File: src/rtl/dram_ref_pkg.sv
`timescale 1ns/1ps
package dram_ref_pkg;
  typedef enum logic {
    MODE_COL_FIRST = 1'b0,
    MODE_ROW_ADDR  = 1'b1
  } ref_mode_e;
endpackage

File: src/rtl/ref_rst_sync.sv
`timescale 1ns/1ps
// Asynchronous assertion, two-stage synchronous release.
module ref_rst_sync (
  input  logic clk,
  input  logic rst_n,
  output logic srst_n
);
  logic stage1_q;

  always_ff @(posedge clk or negedge rst_n) begin
    if (!rst_n) begin
      stage1_q <= 1'b0;
      srst_n   <= 1'b0;
    end else begin
      stage1_q <= 1'b1;
      srst_n   <= stage1_q;
    end
  end
endmodule

File: src/rtl/ref_interval_timer.sv
`timescale 1ns/1ps
// Interval counter plus saturating backlog of owed refreshes.
module ref_interval_timer #(
  parameter int INTERVAL_CYC = 780,
  parameter int BACKLOG_MAX  = 8,
  parameter int BL_W         = $clog2(BACKLOG_MAX + 1)
) (
  input  logic            clk,
  input  logic            rst_n,
  input  logic            cycle_done,
  output logic [BL_W-1:0] backlog,
  output logic            overrun
);
  localparam int CNT_W = (INTERVAL_CYC > 1) ? $clog2(INTERVAL_CYC) : 1;

  logic [CNT_W-1:0] icnt_q, icnt_d;
  logic [BL_W-1:0]  pend_q, pend_d;
  logic             ovf_q, ovf_d;
  logic             tick;

  always_comb begin
    tick   = (icnt_q == CNT_W'(INTERVAL_CYC - 1));
    icnt_d = tick ? '0 : icnt_q + 1'b1;
    pend_d = pend_q;
    ovf_d  = ovf_q;
    if (tick && !cycle_done) begin
      if (pend_q == BL_W'(BACKLOG_MAX)) ovf_d  = 1'b1;
      else                              pend_d = pend_q + 1'b1;
    end else if (!tick && cycle_done) begin
      pend_d = pend_q - 1'b1;
    end
  end

  always_ff @(posedge clk or negedge rst_n) begin
    if (!rst_n) begin
      icnt_q <= '0;
      pend_q <= '0;
      ovf_q  <= 1'b0;
    end else begin
      icnt_q <= icnt_d;
      pend_q <= pend_d;
      ovf_q  <= ovf_d;
    end
  end

  assign backlog = pend_q;
  assign overrun = ovf_q;
endmodule

File: src/rtl/ref_cycle_seq.sv
`timescale 1ns/1ps
// One refresh cycle of TRC_CYC slots, the last TRP_CYC slots in precharge.
module ref_cycle_seq
  import dram_ref_pkg::*;
#(
  parameter int TRC_CYC = 6,
  parameter int TRP_CYC = 2,
  parameter int ROW_W   = 10
) (
  input  logic             clk,
  input  logic             rst_n,
  input  logic             start,
  input  logic             mode_sel,
  output logic             busy,
  output logic             cycle_done,
  output logic             ras_n,
  output logic             cas_n,
  output logic [ROW_W-1:0] addr
);
  localparam int K_W     = $clog2(TRC_CYC);
  localparam int RAS_END = TRC_CYC - TRP_CYC - 1;

  logic             busy_q, busy_d;
  logic [K_W-1:0]   k_q, k_d;
  ref_mode_e        mode_q, mode_d;
  logic [ROW_W-1:0] row_q, row_d;
  logic             strobe_win;

  always_comb begin
    cycle_done = busy_q && (k_q == K_W'(TRC_CYC - 1));
    busy_d = busy_q;
    k_d    = k_q;
    mode_d = mode_q;
    row_d  = row_q;
    if (start && !busy_q) begin
      busy_d = 1'b1;
      k_d    = '0;
      mode_d = ref_mode_e'(mode_sel);
    end else if (cycle_done) begin
      busy_d = 1'b0;
      if (mode_q == MODE_ROW_ADDR) row_d = row_q + 1'b1;
    end else if (busy_q) begin
      k_d = k_q + 1'b1;
    end
  end

  always_ff @(posedge clk or negedge rst_n) begin
    if (!rst_n) begin
      busy_q <= 1'b0;
      k_q    <= '0;
      mode_q <= MODE_COL_FIRST;
      row_q  <= '0;
    end else begin
      busy_q <= busy_d;
      k_q    <= k_d;
      mode_q <= mode_d;
      row_q  <= row_d;
    end
  end

  assign strobe_win = busy_q && (k_q <= K_W'(RAS_END));
  assign busy  = busy_q;
  assign cas_n = !(strobe_win && mode_q == MODE_COL_FIRST);
  assign ras_n = !(strobe_win && (mode_q == MODE_ROW_ADDR || k_q != '0));
  assign addr  = (busy_q && mode_q == MODE_ROW_ADDR) ? row_q : '0;
endmodule

File: src/rtl/dram_refresh_sched.sv
`timescale 1ns/1ps
module dram_refresh_sched #(
  parameter int INTERVAL_CYC = 780,
  parameter int TRC_CYC      = 6,
  parameter int TRP_CYC      = 2,
  parameter int ROW_W        = 10,
  parameter int BACKLOG_MAX  = 8,
  parameter int BL_W         = $clog2(BACKLOG_MAX + 1)
) (
  input  logic             clk,
  input  logic             rst_n,
  input  logic             mode_sel,
  input  logic             host_idle,
  input  logic             ref_gnt,
  output logic             ref_req,
  output logic             bus_own,
  output logic             ras_n,
  output logic             cas_n,
  output logic [ROW_W-1:0] addr,
  output logic [BL_W-1:0]  backlog,
  output logic             overrun
);
  logic srst_n;
  logic busy;
  logic done;
  logic start;

  ref_rst_sync u_rst (
    .clk(clk), .rst_n(rst_n), .srst_n(srst_n)
  );

  ref_interval_timer #(
    .INTERVAL_CYC(INTERVAL_CYC), .BACKLOG_MAX(BACKLOG_MAX), .BL_W(BL_W)
  ) u_timer (
    .clk(clk), .rst_n(srst_n), .cycle_done(done),
    .backlog(backlog), .overrun(overrun)
  );

  assign ref_req = !busy && (backlog != '0);
  assign start   = ref_req && ref_gnt && host_idle;
  assign bus_own = busy;

  ref_cycle_seq #(
    .TRC_CYC(TRC_CYC), .TRP_CYC(TRP_CYC), .ROW_W(ROW_W)
  ) u_seq (
    .clk(clk), .rst_n(srst_n), .start(start), .mode_sel(mode_sel),
    .busy(busy), .cycle_done(done),
    .ras_n(ras_n), .cas_n(cas_n), .addr(addr)
  );
endmodule

File: config.mk
export PLATFORM = sky130hd
export DESIGN_NAME = dram_refresh_sched
export DESIGN_NICKNAME = d
export VERILOG_FILES = /design/src/rtl/dram_ref_pkg.sv /design/src/rtl/ref_rst_sync.sv /design/src/rtl/ref_interval_timer.sv /design/src/rtl/ref_cycle_seq.sv /design/src/rtl/dram_refresh_sched.sv
export SDC_FILE = /design/constraint.sdc
export NUM_CORES = 1
export LEC_CHECK = 0
export BUFFER_PORTS_ARGS = -buffer_cell sky130_fd_sc_hd__buf_2
export CAP_MARGIN = 5
export CORE_UTILIZATION = 30
export DETAILED_ROUTE_END_ITERATION = 12
export GPL_ROUTABILITY_DRIVEN = 1
export PLACE_DENSITY = 0.55
export SLEW_MARGIN = 0
export SYNTH_ARGS = -nofsm -noshare
export SYNTH_HDL_FRONTEND = slang
export SYNTH_SLANG_ARGS = --single-unit
export TNS_END_PERCENT = 100
File: constraint.sdc
create_clock -name clk -period 1.83 [get_ports clk]
set_clock_uncertainty 0.05 [all_clocks]
set_input_delay 0.2745 -clock clk [delete_from_list [all_inputs] [get_ports clk]]
set_output_delay 0.2745 -clock clk [all_outputs]
set_load 0.005 [all_outputs]
==> results.json, run 1 <==
{
  "status": "finished, violations left",
  "violations": "negative setup slack",
  "grt_max_degree": 31,
  "synth_flop_cell": "dfrtp_1",
  "clockBufferDepth": 2,
  "cp_common_cell": "ha_4",
  "path_buf_inv": 0,
  "grt_pass1_wl_um": 5270,
  "crit_fanout": 4,
  "start_util_pct": 31.4,
  "drv_slew": 0,
  "cp_slowest_cell": "dfrtp_1",
  "synth_cell_type_count": 34,
  "drt_iter0_drc": 43,
  "num_io_pins": 24,
  "synthTopCellsByArea": "dfrtp_1 (50%), xnor2_1 (7.6%), ha_1 (6.2%)",
  "synth-simple-area-share_pct": 21.9,
  "reg2reg_setup_slack_ns": -0.36,
  "p_leak_nw": 1.07,
  "die-height_um": 75.3,
  "drive_gt1_share_pct": 37.3,
  "drc": 0,
  "timing.rr.end": "u_timer.backlog[3]$_DFFE_PN0P_",
  "synth_edf_count": 0,
  "grt_pass1_vias": 1176,
  "vias_per_cell": 4.56,
  "setup_slack_ns": -0.363,
  "multi_input_area_sq_um": 875,
  "yosys.area.top_type_share_pct": 49.7,
  "drv_cap": 0,
  "fin_tns_setup_ns": -1.03,
  "cts_tree": "done",
  "drtAntennaViolNets": 0,
  "rsz0062_at_grt": "true",
  "wl_um": 3140,
  "yosysMostFrequentCell": "dfrtp_1",
  "dr.pass1.iters": 4,
  "diodes": 0,
  "dieArea_sq_mm": 0.00567,
  "cts_inserted_buffers": 5,
  "nNetsFinal": 209,
  "wl_per_cell_um": 11.9,
  "grt_remaining_overflow": 0,
  "p_per_area_mw_per_mm2": 1110,
  "reg2reg_from": "u_timer.icnt_q[1]$_DFF_PN0_",
  "fin_area_sq_mm": 0.00216,
  "hold_viol_final": 0,
  "synth-adder-area-share_pct": 7.45,
  "grt_usage_pct": 12.7,
  "ctsHtreeMaxLevel": 2,
  "clockRootBuffer": "clkbuf_8",
  "clk_latency_ns": 0.28,
  "synthTopCellsByCount": "dfrtp_1 (32), and3_1 (14), xnor2_1 (14), nand2_1 (10), nand3_1 (10)",
  "core_area_sq_mm": 0.00514,
  "clock_sinks": 32,
  "critical_path_class": "register to register",
  "dpl_cell_area_sq_mm": 0.00197,
  "place.gp.congestion": 0.799,
  "ys_warn_count": 0,
  "syn-num-nets": 157,
  "path_cells": "ha_4 > or3b_4 > nor3_4 > nand2_2 > ha_4 > a21o_1 > a21oi_2 > mux2i_1 > xnor2_1",
  "syn_area_sq_mm": 0.00161,
  "crit_required_ns": 1.98,
  "ys_async_sr_fraction_pct": 100,
  "setup_viol": 4,
  "period_needed_ns": 2.19,
  "synth_mux_area_share_pct": 3.80,
  "arrival_ns": 2.35,
  "fmaxAchievable_mhz": 456,
  "crit_family": "simple AND/OR/NAND/NOR gates",
  "ys_seq_elements": 32,
  "port_buffers": 23,
  "cp-start-kind": "register",
  "yosysSeqAreaShare_pct": 49.7,
  "synth_compound_area_share_pct": 4.50,
  "netlist_instances": 143,
  "cts.clk_slew.worst_paths_ns": 0.06,
  "rr_worst_depth": 9,
  "max_stage_delay_ns": 0.40,
  "avgSynthCellArea_sq_um": 11.3,
  "nFillCells": 522,
  "hp-class": "register to asynchronous set/reset pin",
  "seqCellArea_sq_um": 801,
  "yosysTopAreaCell": "dfrtp_1",
  "fin_util_pct": 42.0,
  "num_rows": 26,
  "antenna_found_initial": 0,
  "cp-end-kind": "register",
  "dp_hpwl_um": 2300,
  "fin_crit_sh_pct": 120,
  "num_vias": 1199,
  "die_x_um": 75.3,
  "vdd_ir_drop_max_uv": 705,
  "synthXorXnorAreaFrac_pct": 10.9,
  "synth_top_family_by_area": "simple AND/OR/NAND/NOR gates",
  "syn_to_final_growth_pct": 33.9,
  "crit_start": "u_timer.icnt_q[1]$_DFF_PN0_"
}
-- layer usage --
layer	wire length, um	track usage [%]	up-vias	part of all wire, %
li1	-	-	589	-
met1	1430	15.2	588	46
met2	1540	20.5	18	49
met3	130	4.76	4	4.1
met4	31	5.56	0	0.99
met5	0	0	-	0
-- logic make-up after synthesis --
kind of cell | count (synthesis)
XOR/XNOR | 20
buffers and inverters | 7
multiplexers | 5
flip-flops | 32
other | 1
AO/OA/AOI/OAI | 12
adder cells (fa/ha/maj) | 9
AND/OR/NAND/NOR | 57
-- where the power goes --
part | internal (W) | total (W) | switching, W
Clock | 0.000244 | 0.000471 | 0.000226
Sequential | 0.000836 | 0.000991 | 0.000155
Combinational | 0.000495 | 0.000942 | 0.000448
-- cell type report --
class,count,area share [%]
Inverter,5,0.869
Multi-Input combinational cell,104,40.5
Clock buffer,5,3.19
Tap cell,70,4.06
Timing Repair Buffer,47,14.3
Sequential cell,32,37.1
-- repair_timing --
action | 4_1_cts | 5_1_grt
hold endpoints to repair | 2 | 0
hold buffers | 1 | 0
pin swaps | 2 | 2
setup endpoints to repair | 6 | 6
setup buffers | 1 | 4
resized for setup | 7 | 7
-- state kept, by name (all words and copies together), names as in the netlist --
name / cells
u_seq.k_q: 3
u_timer.overrun: 1
u_rst.stage1_q: 1
u_timer.icnt_q: 10
u_timer.backlog: 4
u_seq.row_q: 10
u_rst.srst_n: 1
u_seq.busy: 1
u_seq.mode_q: 1
-- how the worst max path moves through the flow --
stage / endpoint / slack, ns / depth (start not counted)
detailed placement: u_timer.backlog[3]$_DFFE_PN0P_ / -0.37 / 9
global route: u_timer.backlog[3]$_DFFE_PN0P_ / -0.49 / 9
finish: u_timer.backlog[3]$_DFFE_PN0P_ / -0.36 / 9
global placement: u_timer.backlog[3]$_DFFE_PN0P_ / -0.33 / 9
floorplan: u_timer.backlog[3]$_DFFE_PN0P_ / -0.49 / 9
CTS: u_timer.backlog[3]$_DFFE_PN0P_ / -0.38 / 9
-- per-stage QoR --
| step | instances | hold WS [ns] | worst slack [ns] | power (W) |
|---|---|---|---|---|
| 3_3_place_gp | 252 | 0.0128 | -0.327 | 0.00177 |
| 4_1_cts | 259 | 0.194 | -0.375 | 0.00240 |
| 6_report | 263 | 0.195 | -0.363 | 0.00240 |
| 2_1_floorplan | 143 | -0.0711 | -0.485 | 0.00149 |
| 5_1_grt | 263 | 0.208 | -0.486 | 0.00261 |
| 3_5_place_dp | 252 | 0.0128 | -0.368 | 0.00183 |
-- worst reg2reg max path, stage by stage (launching register included) --
cell and delay, ns:
dfrtp_1 0.40, ha_4 0.15, or3b_4 0.38, nor3_4 0.14, nand2_2 0.12, ha_4 0.22
a21o_1 0.17, a21oi_2 0.12, mux2i_1 0.23, xnor2_1 0.13
-- cells in the final DEF (no fill, tap or decap), types with 4 or more instances in the layout --
master	n
and3_1	14
buf_2	23
buf_4	20
clkbuf_8	5
dfrtp_1	32
ha_1	4
ha_4	4
inv_1	5
nand2_1	9
nand3_1	10
nor2_1	7
xnor2_1	13
xor2_1	6
No activity file was read; power rests on OpenSTA's default activity.
==> run 2: changes to the inputs <==
--- a/config.mk
+++ b/config.mk
@@ -5,6 +5,7 @@
 export SDC_FILE = /design/constraint.sdc
 export NUM_CORES = 1
 export LEC_CHECK = 0
+export ABC_AREA = 1
 export BUFFER_PORTS_ARGS = -buffer_cell sky130_fd_sc_hd__buf_2
 export CAP_MARGIN = 5
 export CORE_UTILIZATION = 30
==> run 2 against run 1 <==
Effect of this change: the flow still finishes with violations (negative setup slack); clock-buffer cell count unchanged; global-route usage increased by 0.30 points; area after synthesis increased by 9.4%; final cell count increased by 29%.
==> results.json, run 2 <==
{
  "pwr-share-comb_pct": 37.5,
  "syn_to_final_growth_pct": 32.3,
  "fin_area_sq_mm": 0.00233,
  "final_common_cell": "nand2_1",
  "grt_pass1_vias": 1393,
  "fin_util_pct": 41.9,
  "dp_hpwl_um": 2670,
  "crit_family": "simple AND/OR/NAND/NOR gates",
  "clock_sinks": 32,
  "cts_tree": "done",
  "path_cells": "ha_2 > inv_2 > nor3_2 > nand4_1 > ha_4 > nand2_1 > nor2_2 > nor2_2 > nand4_1 > nand3_1 > nand2_1 > nand2_1",
  "p_sw_share_pct": 36.3,
  "place.gp.congestion": 0.745,
  "grt_usage_pct": 13.0,
  "avgSynthCellArea_sq_um": 8.32,
  "vias_per_cell": 4.25,
  "drtAntennaViolNets": 0,
  "clockBufferDepth": 2,
  "status": "finished, violations left",
  "yosysMostFrequentCell": "nand2_1",
  "rsz0062_at_grt": "true",
  "num_vias": 1440,
  "p_leak_nw": 1.22,
  "setup_viol": 3,
  "port_buffers": 23,
  "netlist_instances": 212,
  "die-height_um": 78.7,
  "place_ws_ns": -0.172,
  "grt_max_degree": 16,
  "drv_slew": 0,
  "ctsHtreeMaxLevel": 2,
  "ys_warn_count": 0,
  "nFillCells": 568,
  "max_stage_delay_ns": 0.36,
  "clk_latency_ns": 0.29,
  "grt_remaining_overflow": 0,
  "ys_async_sr_fraction_pct": 100,
  "seq_power_share_pct": 37.1,
  "fin_tns_setup_ns": -0.162,
  "p_int_w": 0.00173,
  "path_buf_inv": 1,
  "crit_fanout": 3,
  "dieArea_sq_mm": 0.00619,
  "diodes": 0,
  "yosysSeqAreaShare_pct": 45.4,
  "synth_edf_count": 0,
  "clockRootBuffer": "clkbuf_8",
  "syn_area_sq_mm": 0.00176,
  "hp-class": "register to asynchronous set/reset pin",
  "wl_per_cell_um": 10.4,
  "vdd_ir_drop_max_uv": 666,
  "cts.clk_slew.worst_paths_ns": 0.07,
  "core_area_sq_mm": 0.00557,
  "hold_viol_final": 0,
  "period_needed_ns": 1.93,
  "wl_um": 3540,
  "drc": 0,
  "die_x_um": 78.7,
  "layout_common_cells": "nand2_1 (41), inv_1 (36), dfrtp_1 (32), nor2_1 (30), buf_2 (23)",
  "synth_flop_cell": "dfrtp_1",
  "clkPwrFrac_pct": 25.5,
  "dr.pass1.iters": 4,
  "cp-start-kind": "register",
  "crit_required_ns": 1.96,
  "antenna_found_initial": 0,
  "drt_iter0_drc": 82,
  "cp-end-kind": "register",
  "synthTopCellsByCount": "nand2_1 (44), inv_1 (38), dfrtp_1 (32), nor2_1 (32), xor2_1 (15)",
  "synth_cell_type_count": 28,
  "cp_common_cell": "nand2_1",
  "cp_slowest_cell": "dfrtp_1",
  "fmaxAchievable_mhz": 519,
  "critical_path_class": "register to register",
  "p_per_area_mw_per_mm2": 1160,
  "start_util_pct": 31.6,
  "drive_gt1_share_pct": 28.8,
  "syn-num-nets": 226,
  "num_io_pins": 24,
  "yosys.area.top_type_share_pct": 45.4,
  "cts_inserted_buffers": 5,
  "power_w": 0.00272,
  "ys_seq_elements": 32,
  "dpl_cell_area_sq_mm": 0.00212,
  "nNetsFinal": 280,
  "num_rows": 27,
  "arrival_ns": 2.05,
  "synthTopCellsByArea": "dfrtp_1 (45%), nand2_1 (9.4%), inv_1 (8.1%)",
  "fin_crit_sh_pct": 105,
  "netSwitchingPower_w": 0.000987,
  "yosysTopAreaCell": "dfrtp_1",
  "violations": "negative setup slack",
  "setup_slack_ns": -0.0966,
  "grt_pass1_wl_um": 6140,
  "drv_cap": 0
}
## run 2: cell count changes after synthesis, sizes merged, moves of 3 or more
cell | before | now
nand2 | 10 | 46
nor2 | 7 | 35
mux2 | 3 | 0
and3 | 14 | 0
nor3 | 2 | 5
xor2 | 6 | 15
inv | 5 | 38
xnor2 | 14 | 1
## run 2: final timing paths
kind | to | start | slack (ns) | cells after the start
max | u_timer.backlog[3]$_DFFE_PN0P_ | u_timer.icnt_q[1]$_DFF_PN0_ | -0.1 | 12
min | u_seq.k_q[0]$_DFFE_PN0P_ | u_rst.srst_n$_DFF_PN0_ | 0.16 | 1
max reg2reg | u_timer.backlog[3]$_DFFE_PN0P_ | u_timer.icnt_q[1]$_DFF_PN0_ | -0.1 | 12
min reg2reg | u_seq.k_q[0]$_DFFE_PN0P_ | u_rst.srst_n$_DFF_PN0_ | 0.16 | 1
max in group asynchronous | u_timer.icnt_q[3]$_DFF_PN0_ | u_rst.srst_n$_DFF_PN0_ | 1.38 | 1
min in group clk | u_seq.mode_q$_DFFE_PN0P_ | mode_sel | 0.16 | 3
## run 2: metal layers
layer  track usage (%)  vias up  wire length [um]  share of wire (%)
met2              20.8       30              1580                 45
li1                  -      761                 -                  -
met4              5.56        0                61                1.7
met3              3.14        6               135                3.8
met5                 0        -                 0                  0
met1              16.7      643              1760                 50
## run 2: logic make-up after synthesis
kind of cell | after synthesis | synth area share, %
simple gates | 105 | 27.8
flops | 32 | 45.4
buf+inv | 38 | 8.09
compound gates | 11 | 3.76
fa+ha+maj | 9 | 6.81
xor+xnor | 16 | 7.94
other cells | 1 | 0.213
## run 2: repair_timing
item | 4_1_cts | 5_1_grt
resized for setup | 7 | 9
hold endpoints to repair | 2 | 0
cloned | 0 | 0
setup buffers | 3 | 2
pin swaps | 4 | 8
endpoints found under the setup margin | 4 | 5
hold buffers | 1 | 0
## run 2: area by class of cell
type / count / area, sq um / area share [%]
Timing Repair Buffer: 47 / 305 / 13.1
Clock inverter: 3 / 42.5 / 1.82
Inverter: 38 / 143 / 6.11
Multi-Input combinational cell: 142 / 883 / 37.9
Clock buffer: 5 / 68.8 / 2.95
Sequential cell: 32 / 801 / 34.3
Tap cell: 72 / 90.1 / 3.86
## run 2: stage by stage
stage,cells,hold slack [ns]
global placement,326,0.0123
global route,339,0.182
CTS,338,0.160
finish,339,0.159
floorplan,212,-0.0711
detailed placement,326,0.0126
## run 2: power groups by stage
stage | clock, W | combinational (W) | sequential, W
2_1_floorplan | 0 | 0.000549 | 0.00102
4_1_cts | 0.000704 | 0.000966 | 0.00101
3_5_place_dp | 0 | 0.000923 | 0.00102
6_report | 0.000691 | 0.00102 | 0.00101
3_3_place_gp | 0 | 0.000914 | 0.00101
5_1_grt | 0.000734 | 0.00118 | 0.00104
==> run 3: changes to the inputs <==
--- a/config.mk
+++ b/config.mk
@@ -9,9 +9,10 @@
 export BUFFER_PORTS_ARGS = -buffer_cell sky130_fd_sc_hd__buf_2
 export CAP_MARGIN = 5
 export CORE_UTILIZATION = 30
+export CTS_BUF_LIST = sky130_fd_sc_hd__clkbuf_2
 export DETAILED_ROUTE_END_ITERATION = 12
 export GPL_ROUTABILITY_DRIVEN = 1
-export PLACE_DENSITY = 0.55
+export PLACE_DENSITY = 0.53
 export SLEW_MARGIN = 0
 export SYNTH_ARGS = -nofsm -noshare
 export SYNTH_HDL_FRONTEND = slang
==> run 3 against run 2 <==
Effect of this change: the run still ends with negative setup slack left; final cell count shrank 0.88%; first-iteration DRC count shrank 38%; final area down 5.6%; routed wire length fell by 4.2%; maximum frequency down 0.53%; sequential share of layout area grew 2.0 points; clock power down 54%; critical path depth unchanged; die area is the same.
==> results.json, run 3 (same netlist as run 2, synthesis figures left out) <==
{
  "status": "finished, violations left",
  "violations": "negative setup slack",
  "fmaxAchievable_mhz": 516,
  "grt_pass1_wl_um": 6000,
  "num_io_pins": 24,
  "drv_cap": 0,
  "drive_gt1_share_pct": 25.8,
  "dr.pass1.iters": 6,
  "wl_um": 3390,
  "arrival_ns": 2.15,
  "critical_path_class": "register to register",
  "fin_tns_setup_ns": -0.134,
  "crit_fanout": 3,
  "grt_usage_pct": 12.5,
  "p_leak_nw": 1.17,
  "die-height_um": 78.7,
  "nFillCells": 599,
  "drtAntennaViolNets": 0,
  "path_buf_inv": 1,
  "die_x_um": 78.7,
  "clockBufferDepth": 2,
  "clockRootBuffer": "clkbuf_2",
  "core_area_sq_mm": 0.00557,
  "cp-start-kind": "register",
  "hold_viol_final": 0,
  "vias_per_cell": 4.27,
  "period_needed_ns": 1.94,
  "fin_crit_sh_pct": 106,
  "antenna_found_initial": 0,
  "cts.clk_slew.worst_paths_ns": 0.15,
  "cts_inserted_buffers": 5,
  "diodes": 0,
  "cp_slowest_cell": "dfrtp_1",
  "place.gp.congestion": 0.780,
  "hp-class": "input port to register",
  "wl_per_cell_um": 10.1,
  "clk_latency_ns": 0.36,
  "crit_required_ns": 2.04,
  "setup_viol": 3,
  "port_buffers": 23,
  "final_common_cell": "nand2_1",
  "start_util_pct": 31.6,
  "num_vias": 1435,
  "vdd_ir_drop_max_uv": 618,
  "grt_pass1_vias": 1389,
  "cp_common_cell": "nand2_1",
  "num_rows": 27,
  "rsz0062_at_grt": "true",
  "setup_slack_ns": -0.107,
  "dp.cells": 325,
  "ctsHtreeMaxLevel": 2,
  "clock_sinks": 32,
  "cts_tree": "done",
  "crit_family": "simple AND/OR/NAND/NOR gates",
  "dp_hpwl_um": 2650,
  "path_cells": "ha_1 > nand3_2 > nand4_1 > ha_1 > nand2_1 > nor2_1 > nor2_2 > inv_1 > nand2_1 > nand3_1 > nand2_1 > nand2_1",
  "drt_iter0_drc": 51,
  "drc": 0,
  "place_ws_ns": -0.146,
  "nNetsFinal": 277,
  "p_per_area_mw_per_mm2": 1040,
  "syn_to_final_growth_pct": 24.8,
  "grt_remaining_overflow": 0,
  "finalNonFillerCells": 336,
  "max_stage_delay_ns": 0.42,
  "drv_slew": 0,
  "layout_common_cells": "nand2_1 (43), inv_1 (36), dfrtp_1 (32), nor2_1 (31), buf_2 (23)",
  "dieArea_sq_mm": 0.00619,
  "cp-end-kind": "register",
  "grt_max_degree": 31
}
-- run 3: through the flow --
step                instance area, sq um  power, W  util, %  hold slack [ns]
floorplan                           1770   0.00157        -          -0.0711
global placement                    2110   0.00193     37.9           0.0113
detailed placement                  2110   0.00195     37.9           0.0133
CTS                                 2200   0.00233     39.5           0.0862
global route                        2200   0.00253     39.5            0.101
finish                              2200   0.00230     39.5            0.100
-- run 3: metal layers --
layer	routed length, um	global-route usage (%)	up-vias
met5	0	0	-
met4	42	3.89	0
li1	-	-	759
met1	1750	17.1	643
met2	1470	19.0	28
met3	119	3.14	5
-- run 3: cell type report --
cell class / instances / area, sq um / share of cell area, %
Multi-Input combinational cell: 142 / 851 / 38.6
Sequential cell: 32 / 801 / 36.4
Timing Repair Buffer: 44 / 279 / 12.7
Inverter: 38 / 143 / 6.48
Tap cell: 72 / 90.1 / 4.09
Clock buffer: 5 / 25.0 / 1.14
Clock inverter: 3 / 13.8 / 0.625
-- run 3: power breakdown --
group	switching (W)	leakage, nW	internal [W]
Clock	0.000234	0.0302	0.0000856
Sequential	0.000152	0.396	0.000852
Combinational	0.000526	0.749	0.000445
-- run 3: final timing paths --
kind,from,cells after the start,slack (ns),to
setup / recovery,u_seq.k_q[0]$_DFFE_PN0P_,12,-0.11,u_timer.backlog[3]$_DFFE_PN0P_
hold / removal,mode_sel,3,0.10,u_seq.mode_q$_DFFE_PN0P_
setup reg to reg,u_seq.k_q[0]$_DFFE_PN0P_,12,-0.11,u_timer.backlog[3]$_DFFE_PN0P_
hold reg to reg,u_rst.srst_n$_DFF_PN0_,1,0.19,u_timer.overrun$_DFFE_PN0P_
max in group asynchronous,u_rst.srst_n$_DFF_PN0_,1,1.25,u_seq.row_q[7]$_DFFE_PN0P_
min in group asynchronous,rst_n,2,0.17,u_rst.stage1_q$_DFF_PN0_
-- run 3: repair_timing --
action	in CTS	in global routing
gates resized for setup	7	1
endpoints found under the hold margin	2	0
pin swaps	11	6
setup endpoints to repair	4	15
hold buffers	1	0
setup buffers	2	2
-- run 3: worst reg2reg max path, cell delays in order, from the launching register on --
cell     delay [ns]
dfrtp_1        0.42
ha_1           0.22
nand3_2        0.09
nand4_1        0.17
ha_1           0.37
nand2_1        0.07
nor2_1         0.05
nor2_2         0.11
inv_1          0.04
nand2_1        0.08
nand3_1        0.07
nand2_1        0.06
nand2_1        0.04
